[config.mk]
export PLATFORM = sky130hd
export DESIGN_NAME = pedalAdcSeq
export DESIGN_NICKNAME = d
export VERILOG_FILES = /design/src/rtl/pedalAdcPkg.sv /design/src/rtl/pedalAdcCtrl.sv /design/src/rtl/pedalAdcPath.sv /design/src/rtl/pedalAdcSeq.sv
export SDC_FILE = /design/constraint.sdc
export NUM_CORES = 1
export LEC_CHECK = 0
export CORE_MARGIN = 2
export CORE_UTILIZATION = 55
export CTS_CLUSTER_SIZE = 28
export DETAILED_ROUTE_END_ITERATION = 10
export PLACE_DENSITY_LB_ADDON = 0.25
export SYNTH_ARGS = -nofsm -noshare
export SYNTH_HDL_FRONTEND = slang
export SYNTH_HIERARCHICAL = 1
export SYNTH_SLANG_ARGS = --single-unit
[constraint.sdc]
create_clock -name clk -period 4.04 [get_ports clk]
set_input_delay 0.808 -clock clk [delete_from_list [all_inputs] [get_ports clk]]
set_output_delay 0.808 -clock clk [all_outputs]
set_load 0.05 [all_outputs]
[src/rtl/pedalAdcPkg.sv]
package pedalAdcPkg;

  typedef enum logic [2:0] {
    ST_LAUNCH,
    ST_START,
    ST_WAIT,
    ST_IDLE,
    ST_READ,
    ST_GAP
  } seqState_t;

  typedef struct packed {
    logic capture;
    logic clrReady;
    logic waitPhase;
    logic setTimeout;
    logic clrTimeout;
  } adcStrobe_t;

endpackage

[src/rtl/pedalAdcCtrl.sv]
module pedalAdcCtrl
  import pedalAdcPkg::*;
#(
  parameter int START_CYCLES   = 4,
  parameter int READ_CYCLES    = 2,
  parameter int TIMEOUT_CYCLES = 10000
) (
  input  logic       clk,
  input  logic       rst,
  input  logic       hostRd,
  input  logic       intrSeen,
  output adcStrobe_t strobe,
  output logic       wrN,
  output logic       rdN
);

  localparam int WR_LEN = (START_CYCLES < 2) ? 2 : START_CYCLES;
  localparam int RD_LEN = (READ_CYCLES < 1) ? 1 : READ_CYCLES;
  localparam int CNT_MAX = (WR_LEN > RD_LEN) ? WR_LEN : RD_LEN;
  localparam int CNT_W = $clog2(CNT_MAX + 1);
  localparam int TMR_W = $clog2(TIMEOUT_CYCLES + 1);

  seqState_t state;
  logic [CNT_W-1:0] phaseCnt;
  logic [TMR_W-1:0] waitTmr;
  logic hostAccept;
  logic wrLast;
  logic rdLast;
  logic tmrEnd;

  assign hostAccept = hostRd && (state == ST_IDLE || state == ST_WAIT);
  assign wrLast = (phaseCnt == CNT_W'(WR_LEN - 1));
  assign rdLast = (phaseCnt == CNT_W'(RD_LEN - 1));
  assign tmrEnd = (waitTmr == TMR_W'(TIMEOUT_CYCLES - 1));

  always_ff @(posedge clk) begin
    if (rst) begin
      state <= ST_LAUNCH;
      phaseCnt <= '0;
      waitTmr <= '0;
    end else begin
      case (state)
        ST_LAUNCH: begin
          state <= ST_START;
          phaseCnt <= '0;
          waitTmr <= '0;
        end
        ST_START: begin
          phaseCnt <= phaseCnt + 1'b1;
          if (!tmrEnd) waitTmr <= waitTmr + 1'b1;
          if (wrLast) state <= ST_WAIT;
        end
        ST_WAIT: begin
          if (!tmrEnd) waitTmr <= waitTmr + 1'b1;
          if (hostAccept) begin
            state <= ST_READ;
            phaseCnt <= '0;
          end else if (intrSeen) begin
            state <= ST_IDLE;
          end
        end
        ST_IDLE: begin
          if (hostAccept) begin
            state <= ST_READ;
            phaseCnt <= '0;
          end
        end
        ST_READ: begin
          phaseCnt <= phaseCnt + 1'b1;
          if (rdLast) state <= ST_GAP;
        end
        ST_GAP: begin
          state <= ST_START;
          phaseCnt <= '0;
          waitTmr <= '0;
        end
        default: state <= ST_LAUNCH;
      endcase
    end
  end

  always_comb begin
    strobe.capture    = (state == ST_READ) && rdLast;
    strobe.clrReady   = hostAccept;
    strobe.waitPhase  = (state == ST_WAIT);
    strobe.setTimeout = (state == ST_WAIT) && tmrEnd && !intrSeen;
    strobe.clrTimeout = (state == ST_LAUNCH) || (state == ST_GAP);
  end

  assign wrN = (state != ST_START);
  assign rdN = (state != ST_READ);


  wr_min_width_chk: assert property (@(posedge clk) disable iff (rst)
    $fell(wrN) |=> !wrN);


  wr_after_rd_chk: assert property (@(posedge clk) disable iff (rst)
    $fell(wrN) |-> $past(rdN));


  no_strobe_overlap_chk: assert property (@(posedge clk) disable iff (rst)
    !(!wrN && !rdN));

endmodule

[src/rtl/pedalAdcPath.sv]
module pedalAdcPath
  import pedalAdcPkg::*;
#(
  parameter int DATA_W = 8
) (
  input  logic              clk,
  input  logic              rst,
  input  adcStrobe_t        strobe,
  input  logic              adcIntrN,
  input  logic [DATA_W-1:0] adcData,
  output logic              intrSeen,
  output logic              ready,
  output logic              timedOut,
  output logic [DATA_W-1:0] hostData,
  output logic              hostValid
);

  logic syncA;
  logic syncB;

  always_ff @(posedge clk) begin
    if (rst) begin
      syncA <= 1'b1;
      syncB <= 1'b1;
    end else begin
      syncA <= adcIntrN;
      syncB <= syncA;
    end
  end

  assign intrSeen = !syncB;

  always_ff @(posedge clk) begin
    if (rst) begin
      ready <= 1'b0;
      timedOut <= 1'b0;
      hostData <= '0;
      hostValid <= 1'b0;
    end else begin
      if (strobe.clrReady) ready <= 1'b0;
      else if (strobe.waitPhase && intrSeen) ready <= 1'b1;

      if (strobe.clrTimeout) timedOut <= 1'b0;
      else if (strobe.setTimeout) timedOut <= 1'b1;

      hostValid <= strobe.capture;
      if (strobe.capture) hostData <= adcData;
    end
  end


  ready_sync_chk: assert property (@(posedge clk) disable iff (rst)
    $rose(ready) |-> (!$past(adcIntrN, 2) && !$past(adcIntrN, 1)));


  timeout_not_ready_chk: assert property (@(posedge clk) disable iff (rst)
    $rose(timedOut) |-> !ready);

endmodule

[src/rtl/pedalAdcSeq.sv]
module pedalAdcSeq
  import pedalAdcPkg::*;
#(
  parameter int DATA_W         = 8,
  parameter int START_CYCLES   = 4,
  parameter int READ_CYCLES    = 2,
  parameter int TIMEOUT_CYCLES = 10000
) (
  input  logic              clk,
  input  logic              rst,
  input  logic              hostRd,
  output logic [DATA_W-1:0] hostData,
  output logic              hostValid,
  output logic              adcReady,
  output logic              adcTimeout,
  output logic              adcWrN,
  output logic              adcRdN,
  input  logic              adcIntrN,
  input  logic [DATA_W-1:0] adcData
);

  adcStrobe_t strobe;
  logic intrSeen;

  pedalAdcCtrl #(
    .START_CYCLES  (START_CYCLES),
    .READ_CYCLES   (READ_CYCLES),
    .TIMEOUT_CYCLES(TIMEOUT_CYCLES)
  ) ctrl (
    .clk     (clk),
    .rst     (rst),
    .hostRd  (hostRd),
    .intrSeen(intrSeen),
    .strobe  (strobe),
    .wrN     (adcWrN),
    .rdN     (adcRdN)
  );

  pedalAdcPath #(
    .DATA_W(DATA_W)
  ) path (
    .clk      (clk),
    .rst      (rst),
    .strobe   (strobe),
    .adcIntrN (adcIntrN),
    .adcData  (adcData),
    .intrSeen (intrSeen),
    .ready    (adcReady),
    .timedOut (adcTimeout),
    .hostData (hostData),
    .hostValid(hostValid)
  );


  ready_clear_on_rd_chk: assert property (@(posedge clk) disable iff (rst)
    $fell(adcRdN) |-> !adcReady);


  valid_after_rd_chk: assert property (@(posedge clk) disable iff (rst)
    hostValid |-> ($past(adcRdN) == 1'b0 && adcRdN));

endmodule

-- After elaboration in Yosys (flattened, before gate mapping)
Cells that the tools add are included.
- register bits: 33
- input port bits: 12
- add/sub/neg operators: 2
- equal/unequal tests: 16
- mux-type cells: 10
- reductions and logical operators: 20
- operators with widths (operator ; number):
    one-hot mux 14 bit (2 select lines) ; 1
    two-way mux 3 bit ; 6
    one-hot mux 3 bit (5 select lines) ; 1
    adder 14 x 1 -> 14 bit, second input constant ; 1
    equality test 14 bit, second input constant ; 1
    two-way mux 14 bit ; 1
    OR reduction 2 bit ; 6
    equality test 3 x 2 -> 1 bit, second input constant ; 3
    one-hot mux 3 bit (3 select lines) ; 1
    != test 2 x 1 -> 1 bit, second input constant ; 4
    equality test 3 x 1 -> 1 bit, second input constant ; 2
    equality test 3 bit, second input constant ; 2
    != test 3 bit, second input constant ; 2
    logical AND 1 bit ; 5
    AND reduction 2 bit ; 2
    AND reduction 4 bit ; 1
    adder 3 x 1 -> 3 bit, second input constant ; 1
    zero test 3 bit ; 1
    != test 3 x 1 -> 1 bit, second input constant ; 1
    nonzero test 3 bit ; 1
    logical OR 1 bit ; 2
    != test 2 bit, second input constant ; 1
    nonzero test 2 bit ; 1
    zero test 1 bit ; 1

-- Longest topological paths before layout
- word-level depth: 5
- mapped depth: 7
- gate-level depth less buffers: 6

-- Hierarchy
Netlist, hierarchy kept.
- by module, submodules not included (module ; area an instance (µm²) ; instances ; cells each):
    pedalAdcCtrl ; 1098.6 ; 1 ; 130
    pedalAdcPath ; 440.4 ; 1 ; 40

-- Least setup slack after synthesis
No wires, ideal clock.
- kind: reg2out
- from: register ctrl.state[0]
- to: output adcRdN
- data arrival time: 1125 ps
- path buffers: 1
- cell stages (with the launch flop): 3
- slack: 2107 ps
- cells stage by stage: dfxtp_1 > buf_2 > or3b_2
- cells in the longest elaborated chain, start to end: 1
- RTL lines (what ; line ; RTL):
    start: declaration ; pedalAdcCtrl.sv:23 ; seqState_t state;
    start signal: assignment ; pedalAdcCtrl.sv:38 ; state <= ST_LAUNCH;
    start signal: assignment ; pedalAdcCtrl.sv:44 ; state <= ST_START;
    start signal: assignment ; pedalAdcCtrl.sv:51 ; if (wrLast) state <= ST_WAIT;
    != test 3 bit ; pedalAdcCtrl.sv:91 ; assign rdN = (state != ST_READ);
    end: declaration ; pedalAdcSeq.sv:17 ; output logic adcRdN,
Every way passes these cells.

-- Worst setup path after layout
- from: register ctrl.state[2]
- to: output adcRdN
The elaborated chain is that of the path after synthesis.

==> results by group <==
Power
  • P_int: 0.4316 mW
  • Net switching power figure: 0.1252 mW
  • Seq pwr share: 60.0%
  • Pleak: 0.6818 nW
  • Clock power share: 32.8%
  • Power Dens Cells: 304.6 nW/um^2
  • Sw Share: 22.49%
  • Comb power frac: 7.2%
  • Max IR drop VDD: 0.2931 mV

Clock network
  • Post-CTS Setup Bufs: 0
  • Inserted Clock Buffers: 5
  • CTS Root Cell: clkbuf_4
  • Clock transition at path regs: 0.09 ns
  • Clock latency on the worst-skew pair: 0.32 ns
  • Count of hold-fix buffers inserted at cts: 0
  • H-tree level count: 2
  • CTS tree: built
  • CTS resizes: 0
  • CTS Sinks: 33
  • Max Buffers Root-to-Sink: 2

Detailed routing
  • Vias post-DR: 1256
  • WL per Instance: 13.51 microns
  • Initial DRC count: 65
  • TritonRoute pass-1 iters: 4
  • Residual DRC: 0
  • Wirelength, routed: 3040 microns
  • Post-DRT Antenna Nets: 0
  • Via density: 5.582

Logic synthesis
  • Synth async-reset ratio: 0%
  • Synthesized flop and latch total: 33
  • Post-synth EDFFs: 0
  • Count of cell types in the netlist: 45
  • Top cells by count, synth: dfxtp_1, nor2_1, a21oi_1, inv_1, nand2_1
  • Post-synthesis simple-gate area fraction: 24.55%
  • Largest family of logic cells by synthesized area: simple AND/OR/NAND/NOR gates
  • Mux cell area share after synthesis: 5.203%
  • Top-area cell type share of the netlist area: 42.93%
  • Ys flop type: dfxtp_1
  • Synth Area in XOR/XNOR: 5.041%
  • Synth top area cells: dfxtp_1, mux2i_1, nor2_1
  • Synth Cell Area: 1539 sq um
  • Post-synthesis adder-cell area fraction: 3.252%
  • Area fraction in compound gates after synthesis: 12.44%
  • Mapped Nets: 186
  • Post-synth top area cell: dfxtp_1
  • Most frequent cell after synthesis: dfxtp_1
  • Sequential fraction of the synthesis area: 42.93%
  • Gate count after technology mapping: 170
  • Ys Warns: 6
  • Syn Area/Cell: 9.053 sq um

Die
  • FP Rows: 19
  • Initial Util: 56.79%
  • Die X: 56.90 microns
  • # IOs: 25
  • Die area: 3237 sq um
  • Die H: 56.90 microns
  • CORE AREA: 2710 sq um

Place
  • PortBufs: 24
  • Cells after DPL: 218
  • Routability Congestion: 0.7703
  • Dpl hpwl: 2257 microns
  • Pre-CTS WS: 1.509 ns

Run status
  • Run status: completed

Flow run
  • Max-cap violations: 0

Hold path
  • Hold Path Class: reg2reg

Final layout
  • Area grow syn2layout: 18.78%
  • Finished Core Util: 67.45%
  • Fin cells: 225
  • Final Net Count: 210
  • Share of cells above drive strength 1: 7.732%
  • Ant diodes: 0

Global route
  • Global-route wire length before repair: 5299 microns
  • Vias in the first global route: 1277
  • Gr usage total: 21.09%
  • GRT overflow: 0
  • Largest net degree at the start of global routing: 23
  • Antenna violations before repair: 0

Worst setup path
  • Worst Path Class, Setup: reg2out
  • Setup slack, reg-to-reg: 1.99 ns
  • CP startpoint kind: register
  • CP Data Arrival Time: 2.08 ns
  • CP max FO: 10
  • Critical path capture point type: output port
  • Req. time, crit path: 3.23 ns

Timing
  • Crit path time final: 2.890 ns
  • Final setup vio count: 0
  • Setup TNS: 0 ns
  • Max Slew Vio Count: 0
  • Unrepaired setup endpoints after global routing: false
  • Final Hold Viols: 0
  • Clk_skew: 0.01107 ns
  • Fmax: 0.3460 GHz
  • Slew @ Worst Pin: 0.7046 ns
  • Rel. slew slack: 52.88%
  • Period utilization: 71.55%
  • Hold slack: 0.4197 ns
  • Final WS setup: 1.150 ns
==> routing by layer <==
metal / vias to the layer above / track usage [%] / part of all wire [%]
li1: 649 / - / -
met1: 580 / 23.73 / 45
met2: 25 / 36.12 / 51
met3: 2 / 6.912 / 3.6
met4: 0 / 8.970 / 0.49
met5: - / 0 / 0
==> worst max-delay path, stage by stage (launching register included) <==
cell and delay [ns]:
dfxtp_1 0.52, or3b_2 0.52, clkdlybuf4s50_1 0.72
==> logic make-up (layout without fill, tap and decap cells) <==
logic type | after synthesis | count (layout)
and+or+nand+nor | 67 | 67
muxes | 8 | 8
xor gates and xnor gates | 8 | 8
DFF | 33 | 33
AOI/OAI and AO/OA | 30 | 30
adders and majority gates | 4 | 4
buffers and inverters | 20 | 44
==> power groups by stage <==
| stage | registers, mW | clock network (mW) | logic [mW] |
|---|---|---|---|
| 5_1_grt | 0.335 | 0.200 | 0.0441 |
| 3_3_place_gp | 0.341 | 0 | 0.0386 |
| 2_1_floorplan | 0.339 | 0 | 0.0256 |
| 4_1_cts | 0.334 | 0.190 | 0.0402 |
| 3_5_place_dp | 0.342 | 0 | 0.0402 |
| 6_report | 0.334 | 0.183 | 0.0400 |
==> path summary, 6_finish.rpt <==
| kind | start | to | depth (start not counted) |
|---|---|---|---|
| hold reg to reg | path/syncA$_SDFF_PP1_ | path/syncB$_SDFF_PP1_ | 1 |
| hold / removal | path/syncA$_SDFF_PP1_ | path/syncB$_SDFF_PP1_ | 1 |
| setup reg to reg | ctrl/waitTmr[0]$_SDFFE_PP0P_ | ctrl/waitTmr[12]$_SDFFE_PP0P_ | 5 |
| setup / recovery | ctrl/state[2]$_SDFFE_PP0P_ | adcRdN | 2 |
==> layout by cell type, fill, tap and decap left out, types with 2 or more instances in the layout <==
cell type        instances
nor3_1                   4
buf_4                    2
xor2_1                   3
clkdlybuf4s50_1         24
nand4_1                  2
or4_1                    4
ha_1                     4
xnor2_1                  4
nand3_1                  5
or3_1                    6
o21ai_0                  5
mux2i_1                  8
nor4_1                   3
or2_2                    2
inv_1                   11
o31ai_1                  3
clkbuf_4                 5
nand2_1                  9
a21oi_1                 11
nor2_1                  20
a2bb2oi_1                2
nor2b_1                  2
dfxtp_1                 33
==> per-stage QoR <==
step	cell area [sq um]	power (mW)
after detailed placement	1773	0.3818
after CTS	1828	0.5647
after global routing	1828	0.5793
after floorplan	1539	0.3649
final	1828	0.5568
after global placement	1773	0.3797
==> cell type report <==
type	count	area [sq um]
multi-input cells	117	777.0
repair buffers	26	255.2
clock buffers	7	55.05
fillers	227	882.1
inverters	11	41.29
well taps	31	38.79
flip-flops and latches	33	660.6
==> sequential cells by signal (all words and copies together) (netlist names) <==
register and flops:
path/hostValid 1, ctrl/state 3, path/syncB 1, ctrl/waitTmr 14, path/hostData 8, path/ready 1
path/syncA 1, ctrl/phaseCnt 3, path/timedOut 1
Note: power is estimated with default switching activity, not from simulation.
